==> src/rtl/steer_pkg.sv <==
package steer_pkg;

    // How a steering decision was reached in the current cycle.
    typedef enum logic [1:0] {
        HOW_STALL   = 2'd0,
        HOW_FREE    = 2'd1,
        HOW_BEHIND  = 2'd2,
        HOW_CLUSTER = 2'd3
    } steer_how_e;

endpackage

==> src/rtl/steer_prod_table.sv <==
module steer_prod_table #(
    parameter int NUM_REGS = 32,
    parameter int NUM_BUFS = 8
) (
    input  logic                        clk,
    input  logic                        rst_n,
    input  logic [$clog2(NUM_REGS)-1:0] rd_a_reg,
    output logic                        rd_a_valid,
    output logic                        rd_a_flag,
    output logic [$clog2(NUM_BUFS)-1:0] rd_a_buf,
    input  logic [$clog2(NUM_REGS)-1:0] rd_b_reg,
    output logic                        rd_b_valid,
    output logic                        rd_b_flag,
    output logic [$clog2(NUM_BUFS)-1:0] rd_b_buf,
    input  logic                        set_flag_a,
    input  logic                        set_flag_b,
    input  logic                        alloc_en,
    input  logic [$clog2(NUM_REGS)-1:0] alloc_reg,
    input  logic [$clog2(NUM_BUFS)-1:0] alloc_buf,
    input  logic                        wb_en,
    input  logic [$clog2(NUM_REGS)-1:0] wb_reg
);
    localparam int BW = $clog2(NUM_BUFS);

    typedef struct packed {
        logic          valid;
        logic          flag;
        logic [BW-1:0] bid;
    } ent_t;

    ent_t tab_q [NUM_REGS];
    ent_t tab_d [NUM_REGS];

    assign rd_a_valid = tab_q[rd_a_reg].valid;
    assign rd_a_flag  = tab_q[rd_a_reg].flag;
    assign rd_a_buf   = tab_q[rd_a_reg].bid;
    assign rd_b_valid = tab_q[rd_b_reg].valid;
    assign rd_b_flag  = tab_q[rd_b_reg].flag;
    assign rd_b_buf   = tab_q[rd_b_reg].bid;

    // Later statements win: writeback, then flag marks, then the new producer.
    always_comb begin
        tab_d = tab_q;
        if (wb_en) begin
            tab_d[wb_reg] = '0;
        end
        if (set_flag_a) begin
            tab_d[rd_a_reg].flag = 1'b1;
        end
        if (set_flag_b) begin
            tab_d[rd_b_reg].flag = 1'b1;
        end
        if (alloc_en) begin
            tab_d[alloc_reg] = '{valid: 1'b1, flag: 1'b0, bid: alloc_buf};
        end
    end

    always_ff @(posedge clk) begin
        if (!rst_n) begin
            tab_q <= '{default: '0};
        end else begin
            tab_q <= tab_d;
        end
    end

endmodule

==> src/rtl/steer_pick.sv <==
module steer_pick #(
    parameter int NUM_BUFS     = 8,
    parameter int CLUSTER_SIZE = 4
) (
    input  logic [NUM_BUFS-1:0]                                    empty_vec,
    output logic [NUM_BUFS/CLUSTER_SIZE-1:0]                       clu_any,
    output logic [NUM_BUFS/CLUSTER_SIZE-1:0][$clog2(NUM_BUFS)-1:0] clu_low,
    output logic                                                   best_any,
    output logic [$clog2(NUM_BUFS)-1:0]                            best_bid
);
    localparam int BW   = $clog2(NUM_BUFS);
    localparam int NC   = NUM_BUFS / CLUSTER_SIZE;
    localparam int CIW  = (NC > 1) ? $clog2(NC) : 1;
    localparam int CNTW = $clog2(CLUSTER_SIZE + 1);

    logic [NC-1:0][CNTW-1:0] clu_cnt;

    for (genvar c = 0; c < NC; c++) begin : g_clu
        logic [CLUSTER_SIZE-1:0] slice;
        logic [BW-1:0]           low;
        logic [CNTW-1:0]         cnt;

        assign slice = empty_vec[c*CLUSTER_SIZE +: CLUSTER_SIZE];

        always_comb begin
            low = '0;
            cnt = '0;
            for (int k = CLUSTER_SIZE - 1; k >= 0; k--) begin
                if (slice[k]) begin
                    low = BW'(c * CLUSTER_SIZE + k);
                end
            end
            for (int k = 0; k < CLUSTER_SIZE; k++) begin
                cnt = cnt + CNTW'(slice[k]);
            end
        end

        assign clu_any[c] = |slice;
        assign clu_low[c] = low;
        assign clu_cnt[c] = cnt;
    end

    logic [CIW-1:0]  best_idx;
    logic [CNTW-1:0] best_cnt;

    // Strictly greater keeps the lower cluster on a tie.
    always_comb begin
        best_idx = '0;
        best_cnt = clu_cnt[0];
        for (int c = 1; c < NC; c++) begin
            if (clu_cnt[c] > best_cnt) begin
                best_idx = CIW'(c);
                best_cnt = clu_cnt[c];
            end
        end
    end

    assign best_any = |empty_vec;
    assign best_bid = clu_low[best_idx];

endmodule

==> src/rtl/steer_unit.sv <==
module steer_unit
    import steer_pkg::*;
#(
    parameter int NUM_REGS     = 32,
    parameter int NUM_BUFS     = 8,
    parameter int CLUSTER_SIZE = 4
) (
    input  logic                        clk,
    input  logic                        rst_n,
    input  logic                        in_valid,
    output logic                        in_ready,
    input  logic                        src_a_en,
    input  logic [$clog2(NUM_REGS)-1:0] src_a_reg,
    input  logic                        src_b_en,
    input  logic [$clog2(NUM_REGS)-1:0] src_b_reg,
    input  logic                        dst_en,
    input  logic [$clog2(NUM_REGS)-1:0] dst_reg,
    input  logic                        wb_valid,
    input  logic [$clog2(NUM_REGS)-1:0] wb_reg,
    input  logic [NUM_BUFS-1:0]         fb_empty,
    input  logic [NUM_BUFS-1:0]         fb_full,
    output logic                        out_valid,
    output logic [$clog2(NUM_BUFS)-1:0] out_buf,
    output logic                        out_stall
);
    localparam int BW  = $clog2(NUM_BUFS);
    localparam int NC  = NUM_BUFS / CLUSTER_SIZE;
    localparam int CIW = (NC > 1) ? $clog2(NC) : 1;

    typedef struct packed {
        logic [NUM_BUFS-1:0] empty;
        logic [NUM_BUFS-1:0] full;
    } st_t;

    st_t st_q, st_d;

    function automatic logic [CIW-1:0] clu_of(input logic [BW-1:0] bid);
        return CIW'(int'(bid) / CLUSTER_SIZE);
    endfunction

    logic          a_valid, a_flag, b_valid, b_flag;
    logic [BW-1:0] a_buf, b_buf;
    logic          a_out, b_out, a_ok, b_ok;
    logic          x_ok;
    logic [BW-1:0] x_buf;
    logic          set_a, set_b, found, fire;
    logic [BW-1:0] pick;
    steer_how_e    how;

    logic [NC-1:0]         clu_any;
    logic [NC-1:0][BW-1:0] clu_low;
    logic                  best_any;
    logic [BW-1:0]         best_bid;

    steer_prod_table #(.NUM_REGS(NUM_REGS), .NUM_BUFS(NUM_BUFS)) u_table (
        .clk        (clk),
        .rst_n      (rst_n),
        .rd_a_reg   (src_a_reg),
        .rd_a_valid (a_valid),
        .rd_a_flag  (a_flag),
        .rd_a_buf   (a_buf),
        .rd_b_reg   (src_b_reg),
        .rd_b_valid (b_valid),
        .rd_b_flag  (b_flag),
        .rd_b_buf   (b_buf),
        .set_flag_a (fire && set_a),
        .set_flag_b (fire && set_b),
        .alloc_en   (fire && dst_en),
        .alloc_reg  (dst_reg),
        .alloc_buf  (pick),
        .wb_en      (wb_valid),
        .wb_reg     (wb_reg)
    );

    steer_pick #(.NUM_BUFS(NUM_BUFS), .CLUSTER_SIZE(CLUSTER_SIZE)) u_pick (
        .empty_vec (st_q.empty),
        .clu_any   (clu_any),
        .clu_low   (clu_low),
        .best_any  (best_any),
        .best_bid  (best_bid)
    );

    // A source is outstanding if its producer is tracked and not being written back now.
    assign a_out = src_a_en && a_valid && !(wb_valid && (wb_reg == src_a_reg));
    assign b_out = src_b_en && b_valid && !(wb_valid && (wb_reg == src_b_reg));
    assign a_ok  = a_out && !a_flag && !st_q.full[a_buf];
    assign b_ok  = b_out && !b_flag && !st_q.full[b_buf];

    always_comb begin
        how   = HOW_STALL;
        pick  = '0;
        set_a = 1'b0;
        set_b = 1'b0;
        x_ok  = a_out ? a_ok : b_ok;
        x_buf = a_out ? a_buf : b_buf;
        if (!a_out && !b_out) begin
            if (best_any) begin
                how  = HOW_FREE;
                pick = best_bid;
            end
        end else if (a_out && b_out) begin
            if (a_ok) begin
                how   = HOW_BEHIND;
                pick  = a_buf;
                set_a = 1'b1;
            end else if (b_ok) begin
                how   = HOW_BEHIND;
                pick  = b_buf;
                set_b = 1'b1;
            end else if (clu_any[clu_of(a_buf)]) begin
                how  = HOW_CLUSTER;
                pick = clu_low[clu_of(a_buf)];
            end else if (clu_any[clu_of(b_buf)]) begin
                how  = HOW_CLUSTER;
                pick = clu_low[clu_of(b_buf)];
            end
        end else begin
            if (x_ok) begin
                how   = HOW_BEHIND;
                pick  = x_buf;
                set_a = a_out;
                set_b = !a_out;
            end else if (clu_any[clu_of(x_buf)]) begin
                how  = HOW_CLUSTER;
                pick = clu_low[clu_of(x_buf)];
            end
        end
        found = (how != HOW_STALL);
        fire  = in_valid && found;

        st_d.empty = fb_empty & ~(fire ? (NUM_BUFS'(1) << pick) : '0);
        st_d.full  = fb_full;
    end

    always_ff @(posedge clk) begin
        if (!rst_n) begin
            st_q.empty <= '1;
            st_q.full  <= '0;
        end else begin
            st_q <= st_d;
        end
    end

    assign in_ready  = found;
    assign out_valid = fire;
    assign out_buf   = pick;
    assign out_stall = in_valid && !found;

endmodule

==> config.mk <==
export PLATFORM = sky130hd
export DESIGN_NAME = steer_unit
export DESIGN_NICKNAME = d
export VERILOG_FILES = /design/src/rtl/steer_pkg.sv /design/src/rtl/steer_prod_table.sv /design/src/rtl/steer_pick.sv /design/src/rtl/steer_unit.sv
export SDC_FILE = /design/constraint.sdc
export NUM_CORES = 1
export LEC_CHECK = 0
export BUFFER_PORTS_ARGS = -buffer_cell sky130_fd_sc_hd__buf_2
export CORE_AREA = 2 2 163 165
export CTS_BUF_LIST = sky130_fd_sc_hd__clkbuf_8 sky130_fd_sc_hd__clkbuf_16
export CTS_CLUSTER_SIZE = 16
export DETAILED_ROUTE_END_ITERATION = 16
export DIE_AREA = 0 0 165 167
export GPL_TIMING_DRIVEN = 1
export PLACE_DENSITY = 0.61
export SLEW_MARGIN = 15
export SYNTH_ARGS = -nofsm -noshare
export SYNTH_HDL_FRONTEND = slang
export SYNTH_SLANG_ARGS = --single-unit
==> constraint.sdc <==
create_clock -name clk -period 7.9 [get_ports clk]
set_input_delay 1.58 -clock clk [delete_from_list [all_inputs] [get_ports clk]]
set_output_delay 1.58 -clock clk [all_outputs]
set_load 0.01 [all_outputs]
Word level (Yosys, flattened, before mapping) --
Index checks and enable logic that the tools add are counted. Widths: inputs -> output; s select.
Storage, ports and cells: register bits 176, latch bits 0, memory bits (writable) 0, ROM bits 0, bits of input ports 43, output and inout port bits 6, word-level logic and storage cells 242, memories kept 0
Cells by class: add/sub/neg operators 6, multiply operators 0, divide/modulo/power cells 0, order comparisons 15, eq/ne operators 2, shift-type cells 1, muxes and demuxes 78, bitwise gates (word level) 8, reductions and logical operators 34
Operator list (number):
- $mux 160 | 4
- $bwmux 160 | 3
- $and 160x160->160 | 1
- $not 160->160 | 1
- $demux 5 s5 | 4
- $mux 3 | 22
- $bmux 5 s5 | 2
- $mux 5 | 6
- $ge 6x6->1 const B | 4
- $lt 6x1->1 const B | 4
- $mux 2 | 12
- $not 5->6 | 4
- $logic_and 1x1->1 | 21
- $mux 1 | 20
- $add 3x1->3 | 4
- $eq 5x5->1 | 2
- $logic_not 1->1 | 9
- $and 8x8->8 | 1
- $lt 1x2->1 const B | 4
- $lt 3x4->1 const B | 2
- $mux 4 | 2
- $mux 8 | 1
- $not 8->8 | 1
- $reduce_or 4->1 | 2
- 6 further kinds | 8

Depth between registers and ports, before layout --
Gate-level depths: netlist (run 1).
depth in word-level cells 21, mapped depth 20, gate-level depth less buffers 19

Modules after synthesis --
Synthesis (run 1) repeated with hierarchy kept, for this count alone.
Second synthesis, totals: cell total of the unflattened synthesis 1380, area, all modules 11451.0 um2
By module, submodules not included:
- steer_prod_table | instances 1, cells each 1166, area each 9680.5 um2, sequential area each 3203.1 um2
- steer_unit | instances 1, cells each 175, area each 1460.2 um2, sequential area each 320.3 um2
- steer_pick | instances 1, cells each 39, area each 310.3 um2, sequential area each 0.0 um2

Worst setup path after synthesis (run 1) --
OpenSTA, ideal clock, no wires.
kind input -> output, start in src_a_reg[1], end out out_buf[1], arrival time 5026 ps, data required time 6320 ps, path slack 1294 ps, stages 15, buffers on the path 5, cells stage by stage buf_2 buf_2 mux2i_1 o22ai_1 nor4_1 nand2_1 a2111o_1 a41o_1 buf_2 or3b_2 o211ai_1 nor3_1 buf_2 buf_2 inv_1
On the way: word-level cells in the longest chain between the ends 13, elaborated cells between the ends (all ways) 35, those cells by class eq/ne: 1; mux: 22; bitwise: 1; reduce/logical: 11
Ends and longest elaborated chain:
- start: declaration | RTL line steer_unit.sv:13 | input logic [$clog2(NUM_REGS)-1:0] src_a_reg,
- parallel branches: the longest is 12 deep, another holds $not 5->6
- $mux 3 * | RTL line steer_unit.sv:96 | if (!a_out && !b_out) begin
- end: declaration | RTL line steer_unit.sv:23 | output logic [$clog2(NUM_BUFS)-1:0] out_buf,
Every way passes the cells marked *. The select of a mux whose other input is x is not followed.

Worst setup path after layout (run 1) --
start in src_a_reg[1], end out out_stall
On the way: word-level cells in the longest chain between the ends 16, elaborated cells between the ends (all ways) 34, those cells by class eq/ne: 1; mux: 18; bitwise: 1; reduce/logical: 14
Ends and longest elaborated chain:
- parallel branches: the longest is 12 deep, another holds $not 5->6
- $mux 2 * | RTL line steer_unit.sv:96
- $reduce_bool 2->1 * | RTL line steer_unit.sv:128 | found = (how != HOW_STALL);
- $logic_not 1->1 * | RTL line steer_unit.sv:147 | assign out_stall = in_valid && !found;
- $logic_and 1x1->1 * | RTL line steer_unit.sv:147
- end: declaration | RTL line steer_unit.sv:24 | output logic out_stall
Marked as above.

==> results of run 1 <==
[Yosys cell counts (6+ instances only)]
master | n | share of area
sky130_fd_sc_hd__a21boi_0 | 30 | 0.020
sky130_fd_sc_hd__a21boi_1 | 32 | 0.021
sky130_fd_sc_hd__a21oi_1 | 18 | 0.0078
sky130_fd_sc_hd__a221oi_1 | 7 | 0.0053
sky130_fd_sc_hd__a222oi_1 | 8 | 0.0070
sky130_fd_sc_hd__a22oi_1 | 25 | 0.016
sky130_fd_sc_hd__and2_1 | 21 | 0.011
sky130_fd_sc_hd__and3_1 | 87 | 0.047
sky130_fd_sc_hd__and3b_1 | 11 | 0.0084
sky130_fd_sc_hd__buf_2 | 27 | 0.012
sky130_fd_sc_hd__clkbuf_1 | 55 | 0.018
sky130_fd_sc_hd__dfxtp_1 | 176 | 0.31
sky130_fd_sc_hd__ha_1 | 9 | 0.0098
sky130_fd_sc_hd__inv_1 | 26 | 0.0085
sky130_fd_sc_hd__mux2_2 | 25 | 0.024
sky130_fd_sc_hd__mux2i_1 | 94 | 0.082
sky130_fd_sc_hd__mux4_2 | 27 | 0.053
sky130_fd_sc_hd__nand2_1 | 106 | 0.035
sky130_fd_sc_hd__nand2b_1 | 37 | 0.020
sky130_fd_sc_hd__nand3_1 | 44 | 0.019
sky130_fd_sc_hd__nand3_2 | 26 | 0.023
sky130_fd_sc_hd__nand3b_1 | 9 | 0.0059
sky130_fd_sc_hd__nand4_1 | 6 | 0.0033
sky130_fd_sc_hd__nand4b_1 | 6 | 0.0046
sky130_fd_sc_hd__nor2_1 | 103 | 0.034
sky130_fd_sc_hd__nor2b_1 | 23 | 0.013
sky130_fd_sc_hd__nor3_1 | 17 | 0.0074
sky130_fd_sc_hd__nor3b_1 | 10 | 0.0065
sky130_fd_sc_hd__nor4_1 | 10 | 0.0054
sky130_fd_sc_hd__o21a_1 | 60 | 0.039
sky130_fd_sc_hd__o21ai_0 | 8 | 0.0035
sky130_fd_sc_hd__o21ai_1 | 16 | 0.0070
sky130_fd_sc_hd__o22ai_1 | 41 | 0.022
sky130_fd_sc_hd__or4bb_1 | 6 | 0.0059
sky130_fd_sc_hd__xnor2_1 | 10 | 0.0076
[kinds of logic (layout without fill, tap and decap cells)]
| kind of cell | count (synthesis) | count (layout) | synth area share |
|---|---|---|---|
| compound gates | 302 | 302 | 0.194 |
| buf+inv | 120 | 125 | 0.0447 |
| simple gates | 551 | 551 | 0.274 |
| xor+xnor | 10 | 10 | 0.00761 |
| flops | 176 | 176 | 0.306 |
| fa+ha+maj | 11 | 11 | 0.0133 |
| other cells | 0 | 1 | 0 |
| mux | 147 | 147 | 0.160 |
[power groups by stage]
stage               Combinational [µW]  Clock (µW)  Sequential [µW]
finish                             766         892              924
global route                       827         932              926
CTS                                768         900              924
detailed placement                 764           0              944
global placement                   765           0              945
floorplan                          497           0              936
[registers in the layout (all words and copies together) (netlist names)]
register and flops:
u_table.tab_q 160, st_q 16
[cell type report]
type / count / area, µm² / area share
Timing Repair Buffer: 66 / 383 / 0.0305
Clock buffer: 19 / 453 / 0.0361
Multi-Input combinational cell: 1021 / 7520 / 0.599
Clock inverter: 13 / 148 / 0.0118
Inverter: 27 / 101 / 0.00807
Antenna cell: 1 / 2.50 / 0.000199
Tap cell: 335 / 419 / 0.0334
Sequential cell: 176 / 3520 / 0.281
[critical path: stages]
cell and delay [ns]:
sky130_fd_sc_hd__buf_4 0.67, sky130_fd_sc_hd__mux2i_1 0.42, sky130_fd_sc_hd__o22ai_1 0.17, sky130_fd_sc_hd__nor4_1 0.70, sky130_fd_sc_hd__nand2_1 0.45, sky130_fd_sc_hd__nand4b_1 0.22, sky130_fd_sc_hd__a41o_1 0.50, sky130_fd_sc_hd__nor4b_2 0.56
sky130_fd_sc_hd__nor2_1 0.13, sky130_fd_sc_hd__nor2b_1 0.12, sky130_fd_sc_hd__buf_2 0.13
[final timing paths]
check	startpoint	end	slack, ns
setup / recovery	src_a_reg[1]	out_stall	0.65
hold reg to reg	u_table.tab_q[134]	u_table.tab_q[134]	0.48
hold / removal	u_table.tab_q[134]	u_table.tab_q[134]	0.48
setup reg to reg	u_table.tab_q[145]	u_table.tab_q[33]	2.82
[layer usage]
metal  track usage  part of all wire  wire length [µm]
met1         0.452              0.43             19000
met5             0                 0                 0
met3        0.0797              0.10              4590
met4         0.130             0.041              1810
met2         0.483              0.43             19100
[through the flow]
stage,util,total power [µW],worst slack (ns),cells,hold slack (ns)
global route,0.487,2680,0.316,1657,0.514
floorplan,-,1430,1.29,1317,0.452
CTS,0.487,2590,0.698,1657,0.485
detailed placement,0.463,1710,0.702,1625,0.476
finish,0.487,2580,0.653,1658,0.483
global placement,0.463,1710,0.847,1625,0.470
==> run metrics, run 1 <==
final hold viol count 0; final-report setup violation count 0; Num Clock Sinks 176; largest fanout on the critical path 55; Internal Pwr Total 1620 µW; routability congestion estimate from global placement 1.03; filler instances 2470; Critical Setup Path Class in2out; clock latency on the worst-skew pair 0.44 ns; final non-filler cell area 12600 µm²; antenna violations before repair 0; pin slew with the least headroom to its limit 1.25 ns; Setup Fix Bufs, Post-CTS 0; RSZ-0062 raised after global routing no; library cells used by synthesis 82; Seq pwr share 0.358; Worst IR Drop VDD 0.000250 V; count of flip-flops with a built-in enable after synthesis 0; TritonCTS clock tree yes; via count 10.9k; global route total overflow 0; total of hold buffers inserted after clock tree synthesis 0; Root Buffer Master sky130_fd_sc_hd__clkbuf_16; I/O Pins 49; total negative setup slack 0 ns; reported max-cap violation count 0; first-pass GRT wire length 66500 µm; half-perimeter wire length after detailed placement 32000 µm; routed wirelength normalized by instance count 26.8 µm; Synth Instances 1317; Relative slew margins 0.162; combined global-route utilization of all metal layers 0.326; WP data arrival 5.67 ns; Max Buffers Root-to-Sink 2; Final #Nets 1363; count of synthesis-stage warnings from yosys 0; die boundary height 167 µm; effective utilization at floorplan 0.447; P_leak 0.00487 µW; number of pins with negative max-slew slack in the final report 0; Port-buffer cells 48; period utilisation layout 0.917; detailed-route wire length 44400 µm; syn avg cell area 8.74 µm²; top flip-flop cell by instance count after synthesis sky130_fd_sc_hd__dfxtp_1; sequential element share of the synthesized area 0.306; sort of element at the start of the critical path input port; Cell Area, Placed 11900 µm²; path depth of the worst reg2reg path 11; ratio of cells with drive above 1 in the final layout 0.151; average via count per standard cell 6.56; commonest non-fill, non-tap cell in the layout sky130_fd_sc_hd__dfxtp_1; WHS Path Cells 2; remaining antenna violation count after routing 0; drt drc 0; Critical Path End Type primary output; switching power summed over all nets 962 µW; pin count of the biggest net entering global routing 100; die outline area 27600 µm²; area of the mapped netlist 11500 µm²; power density normalized to cell area 206 nW/µm²; proportion of register bits with asynchronous set or reset after synthesis 0; required time of the critical path 6.32 ns; core area 25800 µm²; area delta synth->final 9.08%; clock-pin transition on the worst setup and hold timing paths 0.07 ns; DRT iter0 DRCs 1557; die width 165 µm; post-synth net total 1371; most frequent cells in the layout sky130_fd_sc_hd__dfxtp_1, sky130_fd_sc_hd__nand2_1, sky130_fd_sc_hd__nor2_1; cts bufs inserted 17; htree depth 4; result of the run complete, no violations; vias in the first global route 10.3k; first-pass iteration count of the detailed router 6; post-cts resize count 0; Setup Skew 0.00965 ns; highest clock frequency the design can meet 0.138 GHz; portion of total power attributed to the clock network 0.345; switching power share of the total 0.372; kind of path behind the tightest hold check reg2reg; number of synthesized register bits 176; fin crit period 7.25 ns; number of core rows 59; combinational power share 0.297
Power figures use the tool's default switching activity.
==> run 2: changes to the inputs <==
==> constraint.sdc (replaced) <==
create_clock -name clk -period 7.9 [get_ports clk]
set_input_delay 0.79 -clock clk [delete_from_list [all_inputs] [get_ports clk]]
set_output_delay 0.79 -clock clk [all_outputs]
set_load 0.01 [all_outputs]
==> run 2 against run 1 <==
- non-clock buffer count decreased by 2
- combinational power increased by 1%
- routed wire length decreased by 1.9%
- cell area decreased by 0.14%
- largest cell class unchanged
- clock skew increased by 0.0069 ns
- flip-flop and latch count unchanged
- via count increased by 1.1%
- utilization decreased by 0.068 points
- sequential power about the same
- register-to-register slack got worse by 0.18 ns
==> run metrics, run 2 (synthesis results as in run 1) <==
result of the run complete, no violations (unchanged); Reg-to-Reg Start u_table.tab_q[155] (was u_table.tab_q[145]); pin slew with the least headroom to its limit 1.29 ns (was 1.25 ns); cts bufs inserted 17 (unchanged); total power 2610 µW (was 2580 µW); largest fanout on the critical path 36 (was 55); Critical Setup Path Class in2out (unchanged); post-cts resize count 0 (unchanged); global route total overflow 0 (unchanged); reported max-cap violation count 0 (unchanged); I/O Pins 49 (unchanged); half-perimeter wire length after detailed placement 31100 µm (was 32000 µm); path depth of the worst reg2reg path 11 (unchanged); highest clock frequency the design can meet 0.163 GHz (was 0.138 GHz); TritonCTS clock tree yes (unchanged); total of hold buffers inserted after clock tree synthesis 0 (unchanged); vias in the first global route 10.3k (about the same); die boundary height 167 µm (unchanged); WP data arrival 5.35 ns (was 5.67 ns); start point of the worst min-delay path u_table.tab_q[24] (was u_table.tab_q[134]); Worst IR Drop VDD 0.000269 V (was 0.000250 V); detailed-routing wirelength on met1 18200 µm (was 19000 µm); most frequent cells in the layout sky130_fd_sc_hd__dfxtp_1, sky130_fd_sc_hd__nand2_1, sky130_fd_sc_hd__nor2_1 (unchanged); effective utilization at floorplan 0.447 (unchanged); commonest non-fill, non-tap cell in the layout sky130_fd_sc_hd__dfxtp_1 (unchanged); area delta synth->final 8.93% (was 9.08%); Final #Nets 1361 (was 1363); biggest registers after layout u_table.tab_q (160), st_q (16) (unchanged); Root Buffer Master sky130_fd_sc_hd__clkbuf_16 (unchanged); core area 25800 µm² (unchanged); drt drc 0 (unchanged); Max Buffers Root-to-Sink 2 (unchanged); htree depth 4 (unchanged); total negative setup slack 0 ns (unchanged); antenna diode instance count 0 (was 1); required time of the critical path 7.11 ns (was 6.32 ns); filler instances 2459 (was 2470); sort of element at the start of the critical path input port (unchanged); P_leak 0.00485 µW (was 0.00487 µW); die width 165 µm (unchanged); power density normalized to cell area 208 nW/µm² (was 206 nW/µm²); Setup Fix Bufs, Post-CTS 0 (unchanged); WHS Path Cells 2 (unchanged); combined global-route utilization of all metal layers 0.316 (was 0.326); metal3 WL 4450 µm (was 4590 µm); kind of path behind the tightest hold check reg2reg (unchanged); min setup slack post-route 1.76 ns (was 0.653 ns); Num Clock Sinks 176 (unchanged); fin crit period 6.14 ns (was 7.25 ns); number of pins with negative max-slew slack in the final report 0 (unchanged); die outline area 27600 µm² (unchanged); Post-Place Setup Slack 1.90 ns (was 0.702 ns); remaining antenna violation count after routing 0 (unchanged); antenna violations before repair 0 (unchanged); period utilisation layout 0.777 (was 0.917); detailed route wirelength on metal2 18500 µm (was 19100 µm); Critical Path End Type primary output (unchanged); first-pass GRT wire length 64900 µm (was 66500 µm); pin count of the biggest net entering global routing 96 (was 100); clock latency on the worst-skew pair 0.45 ns (was 0.44 ns); ratio of cells with drive above 1 in the final layout 0.150 (was 0.151); average via count per standard cell 6.64 (was 6.56); Non-Filler Instances 1655 (was 1658); final-report setup violation count 0 (unchanged); routability congestion estimate from global placement 1.03 (about the same); DRT iter0 DRCs 1659 (was 1557); detailed-route wire length 43600 µm (was 44400 µm); via count 11.0k (was 10.9k); clock-pin transition on the worst setup and hold timing paths 0.07 ns (about the same); top routing layer in use met4 (unchanged); RSZ-0062 raised after global routing no (unchanged); Relative slew margins 0.136 (was 0.162); number of flip-flops in the largest register 160 (unchanged); Setup Skew 0.0165 ns (was 0.00965 ns); worst reg2reg endpoint u_table.tab_q[68] (was u_table.tab_q[33]); Port-buffer cells 48 (unchanged); dpl cells 1623 (was 1625); final hold viol count 0 (unchanged); number of core rows 59 (unchanged); flop2flop setup slack 2.64 ns (was 2.82 ns); routed wirelength normalized by instance count 26.3 µm (was 26.8 µm); hold endpoint u_table.tab_q[24] (was u_table.tab_q[134]); first-pass iteration count of the detailed router 9 (was 6); Largest Register u_table.tab_q (unchanged)
-- run 2: metal layers --
layer  track usage  up-vias
met3        0.0827      146
met4         0.157        0
met2         0.460      633
met5             0        -
li1              -     4873
met1         0.430     5344
-- run 2: worst max-delay path by stage --
stage                 startpoint          to  slack (ns)  cells past startpoint
floorplan           src_a_reg[1]  out_buf[1]        2.87                     15
global placement    src_b_reg[1]     st_q[8]        1.85                     14
detailed placement  src_b_reg[1]     st_q[8]        1.90                     14
CTS                 src_b_reg[1]  out_buf[2]        1.94                     12
global route        src_b_reg[1]  out_buf[2]        1.74                     12
finish              src_b_reg[1]  out_buf[2]        1.76                     12
-- run 2: final cells by class --
cell class | instances | area, µm² | area share
Clock buffer | 18 | 439 | 0.0350
Clock inverter | 14 | 179 | 0.0143
Inverter | 27 | 101 | 0.00809
Multi-Input combinational cell | 1021 | 7500 | 0.599
Sequential cell | 176 | 3520 | 0.281
Tap cell | 335 | 419 | 0.0334
Timing Repair Buffer | 64 | 368 | 0.0293
-- run 2: critical path: stages --
cell                        delay, ns
sky130_fd_sc_hd__buf_4           0.48
sky130_fd_sc_hd__buf_4           0.46
sky130_fd_sc_hd__mux2_2          0.44
sky130_fd_sc_hd__o2bb2ai_1       0.14
sky130_fd_sc_hd__a222oi_1        0.74
sky130_fd_sc_hd__nand3_1         0.35
sky130_fd_sc_hd__a211o_1         0.41
sky130_fd_sc_hd__a211oi_2        0.51
sky130_fd_sc_hd__o32ai_1         0.20
sky130_fd_sc_hd__a2111oi_4       0.40
sky130_fd_sc_hd__inv_1           0.19
sky130_fd_sc_hd__buf_2           0.18
-- run 2: report_power, final --
group | total [µW] | internal [µW] | switching, µW
registers | 921 | 904 | 17.3
logic | 775 | 225 | 549
clock network | 915 | 513 | 402
total | 2610 | 1640 | 969
-- run 2: through the flow --
step / cell area, µm² / util / hold WS, ns
after detailed placement: 11900 / 0.463 / 0.474
after global routing: 12500 / 0.487 / 0.503
after CTS: 12500 / 0.487 / 0.483
after floorplan: 11500 / - / 0.452
final: 12500 / 0.487 / 0.482
after global placement: 11900 / 0.462 / 0.466
==> run 3: changes to the inputs <==
ABC_AREA = 1   (was not set)
CORE_AREA = 2 2 175 177   (was 2 2 163 165)
DIE_AREA = 0 0 177 179   (was 0 0 165 167)
clock period = 6.4 ns   (was 7.9 ns; I/O delays follow)
==> run 3 against run 2 <==
- flip-flop and latch count did not move
- largest cell class unchanged
- highest routed layer unchanged
- worst setup slack got worse by 1.1 ns
- synthesized cell count rose by 85%
- non-clock buffer count rose by 14
- via count rose by 40%
- first-iteration DRC count rose by 9.3%
- clock power rose by 22%
- die area rose by 15%
- count of clock-buffer cells in the layout fell by 1
==> run metrics, run 3 <==
result of the run complete, no violations (unchanged); routed wirelength normalized by instance count 19.0 µm (was 26.3 µm); pin count of the biggest net entering global routing 84 (was 96); core area 30000 µm² (was 25800 µm²); vias in the first global route 14.0k (was 10.3k); Setup Skew 0.0125 ns (was 0.0165 ns); detailed-route wire length 53800 µm (was 43600 µm); multi-input gate area in the final layout 8180 µm² (was 7500 µm²); htree depth 4 (unchanged); Post-Place Setup Slack 0.847 ns (was 1.90 ns); ratio of cells with drive above 1 in the final layout 0.0738 (was 0.150); Seq pwr share 0.300 (was 0.353); cts bufs inserted 17 (unchanged); antenna violations before repair 0 (unchanged); count of synthesis-stage warnings from yosys 0 (unchanged); die boundary height 179 µm (was 167 µm); worst reg2reg endpoint u_table.tab_q[146] (was u_table.tab_q[68]); sort of element at the start of the critical path input port (unchanged); most frequent cells in the layout sky130_fd_sc_hd__nand2_1, sky130_fd_sc_hd__nor2_1, sky130_fd_sc_hd__inv_1 (was sky130_fd_sc_hd__dfxtp_1, sky130_fd_sc_hd__nand2_1, sky130_fd_sc_hd__nor2_1); area delta synth->final 7.48% (was 8.93%); combined global-route utilization of all metal layers 0.343 (was 0.316); portion of total power attributed to the clock network 0.294 (was 0.350); Critical Path End Type primary output (unchanged); proportion of register bits with asynchronous set or reset after synthesis 0 (unchanged); first-pass GRT wire length 81700 µm (was 64900 µm); half-perimeter wire length after detailed placement 38600 µm (was 31100 µm); reported max-cap violation count 0 (unchanged); WP data arrival 5.11 ns (was 5.35 ns); total power 3800 µW (was 2610 µW); antenna diode instance count 0 (unchanged); fin crit period 5.75 ns; switching power summed over all nets 1750 µW (was 969 µW); flop2flop setup slack 2.60 ns (was 2.64 ns); Num Clock Sinks 176 (unchanged); synth cell count leaders sky130_fd_sc_hd__nand2_1, sky130_fd_sc_hd__nor2_1, sky130_fd_sc_hd__inv_1 (was sky130_fd_sc_hd__dfxtp_1, sky130_fd_sc_hd__nand2_1, sky130_fd_sc_hd__nor2_1); final-report setup violation count 0 (unchanged); hold endpoint st_q[6] (was u_table.tab_q[24]); Synth Instances 2437 (was 1317); Internal Pwr Total 2050 µW (was 1640 µW); largest fanout on the critical path 41 (was 36); Final #Nets 2480 (was 1361); post-route core utilization 0.476 (was 0.487); WHS Path Cells 3 (was 2); Worst IR Drop VDD 0.000360 V (was 0.000269 V); combinational power share 0.406 (was 0.297); post-cts resize count 0 (unchanged); number of synthesized register bits 176 (unchanged); Largest Register u_table.tab_q (unchanged); syn avg cell area 5.46 µm² (was 8.74 µm²); kind of path behind the tightest hold check in2reg (was reg2reg); min setup slack post-route 0.653 ns (was 1.76 ns); Port-buffer cells 48 (unchanged); Max Buffers Root-to-Sink 2 (unchanged); RSZ-0062 raised after global routing no (unchanged); biggest registers after layout u_table.tab_q (160), st_q (16) (unchanged); total area of sequential cells 3520 µm² (unchanged); total of hold buffers inserted after clock tree synthesis 0 (unchanged); library cells used by synthesis 35 (was 82); highest clock frequency the design can meet 0.174 GHz; die outline area 31700 µm² (was 27600 µm²); number of pins with negative max-slew slack in the final report 0 (unchanged); switching power share of the total 0.460 (was 0.371); clock latency on the worst-skew pair 0.47 ns (was 0.45 ns); filler instances 3345 (was 2459); Relative slew margins 0.202 (was 0.136); period utilisation layout 0.898; via count 15.4k (was 11.0k); post-synth net total 2491 (was 1371); final hold viol count 0 (unchanged); drt drc 0 (unchanged); Root Buffer Master sky130_fd_sc_hd__clkbuf_16 (unchanged); I/O Pins 49 (unchanged); commonest non-fill, non-tap cell in the layout sky130_fd_sc_hd__nand2_1 (was sky130_fd_sc_hd__dfxtp_1); total negative setup slack 0 ns (unchanged); pin slew with the least headroom to its limit 1.20 ns (was 1.29 ns); count of flip-flops with a built-in enable after synthesis 0 (unchanged); TritonCTS clock tree yes (unchanged); top flip-flop cell by instance count after synthesis sky130_fd_sc_hd__dfxtp_1 (unchanged); remaining antenna violation count after routing 0 (unchanged); area of the mapped netlist 13300 µm² (was 11500 µm²); global route total overflow 0 (unchanged); required time of the critical path 5.76 ns (was 7.11 ns); proportion of netlist area held by the largest area contributor 0.265 (was 0.306); effective utilization at floorplan 0.443 (was 0.447); Critical Setup Path Class in2out (unchanged); sequential element share of the synthesized area 0.265 (was 0.306); power density normalized to cell area 266 nW/µm² (was 208 nW/µm²); P_leak 0.00672 µW (was 0.00485 µW); die width 177 µm (was 165 µm); top-count cell post-synth sky130_fd_sc_hd__nand2_1 (was sky130_fd_sc_hd__dfxtp_1); path depth of the worst reg2reg path 21 (was 11); cell type contributing the most total cell area after synthesis sky130_fd_sc_hd__dfxtp_1 (unchanged); cell types occupying the most area after synthesis sky130_fd_sc_hd__dfxtp_1, sky130_fd_sc_hd__nand2_1, sky130_fd_sc_hd__nor2_1 (was sky130_fd_sc_hd__dfxtp_1, sky130_fd_sc_hd__mux2i_1, sky130_fd_sc_hd__mux4_2); start point of the worst min-delay path fb_full[6] (was u_table.tab_q[24]); Reg-to-Reg Start u_table.tab_q[111] (was u_table.tab_q[155]); first-pass iteration count of the detailed router 6 (was 9); average via count per standard cell 5.42 (was 6.64); routability congestion estimate from global placement 0.969 (was 1.03); Setup Fix Bufs, Post-CTS 0 (unchanged); DRT iter0 DRCs 1814 (was 1659); number of flip-flops in the largest register 160 (unchanged); number of core rows 64 (was 59); clock-pin transition on the worst setup and hold timing paths 0.07 ns (about the same)
run 3: changes by cell type after synthesis, moves of 87 or more:
cell	change
sky130_fd_sc_hd__a21oi_1	+88
sky130_fd_sc_hd__nor2_1	+380
sky130_fd_sc_hd__inv_1	+234
sky130_fd_sc_hd__nand2_1	+814
sky130_fd_sc_hd__and3_1	-87
sky130_fd_sc_hd__mux2i_1	-94
run 3: metrics by stage:
stage / hold WS (ns) / area [µm²] / instances
finish: 0.364 / 14300 / 2835
global route: 0.366 / 14300 / 2835
CTS: 0.350 / 14300 / 2835
detailed placement: 0.472 / 13700 / 2803
global placement: 0.475 / 13700 / 2803
floorplan: 0.457 / 13300 / 2437
run 3: per-layer routing:
metal / vias up / GRT usage / routed length (µm)
li1: 7518 / - / -
met1: 6922 / 0.439 / 22200
met2: 766 / 0.562 / 24500
met3: 149 / 0.0437 / 4300
met4: 0 / 0.182 / 2850
met5: - / 0 / 0
run 3: cell type report:
type | count | area share
Clock inverter | 15 | 0.0120
Tap cell | 396 | 0.0346
Clock buffer | 17 | 0.0297
Sequential cell | 176 | 0.246
Timing Repair Buffer | 78 | 0.0327
Multi-Input combinational cell | 1874 | 0.571
Inverter | 279 | 0.0733
run 3: worst max-delay path by stage:
stage                 startpoint   endpoint  slack [ns]  cells past startpoint
finish              src_a_reg[1]   in_ready        0.65                     17
global route        src_a_reg[1]   in_ready        0.51                     17
CTS                 src_a_reg[1]   in_ready        0.85                     17
detailed placement  src_a_reg[1]   in_ready        0.85                     17
global placement    src_a_reg[1]   st_q[11]        0.88                     22
floorplan           src_a_reg[0]  out_stall        2.87                     21
run 3: power groups by stage:
stage	Sequential, µW	Combinational (µW)	Clock (µW)
3_3_place_gp	1170	1500	0
6_report	1140	1550	1120
5_1_grt	1140	1670	1170
4_1_cts	1140	1520	1130
3_5_place_dp	1170	1520	0
2_1_floorplan	1160	994	0
run 3: worst max-delay path, stage by stage:
cell and delay (ns):
sky130_fd_sc_hd__buf_2 0.43, sky130_fd_sc_hd__inv_2 0.32, sky130_fd_sc_hd__nor2_2 0.97, sky130_fd_sc_hd__nand2_1 0.13, sky130_fd_sc_hd__nand4_1 0.15, sky130_fd_sc_hd__nand2_1 0.10, sky130_fd_sc_hd__nand2_1 0.11, sky130_fd_sc_hd__nor2_1 0.07
sky130_fd_sc_hd__nand2_2 0.15, sky130_fd_sc_hd__nand2_4 0.13, sky130_fd_sc_hd__nor3_2 0.24, sky130_fd_sc_hd__nand3_2 0.25, sky130_fd_sc_hd__nand3_1 0.18, sky130_fd_sc_hd__nand2_1 0.07, sky130_fd_sc_hd__nand3_2 0.34, sky130_fd_sc_hd__buf_4 0.51
sky130_fd_sc_hd__buf_2 0.22
run 3: cells by family (layout without fill, tap and decap cells):
group	Yosys count	in the layout	synth area share
and+or+nand+nor	1643	1643	0.507
buffers and inverters	387	389	0.122
AOI/OAI and AO/OA	220	220	0.0948
DFF	176	176	0.265
adders and majority gates	11	11	0.0115
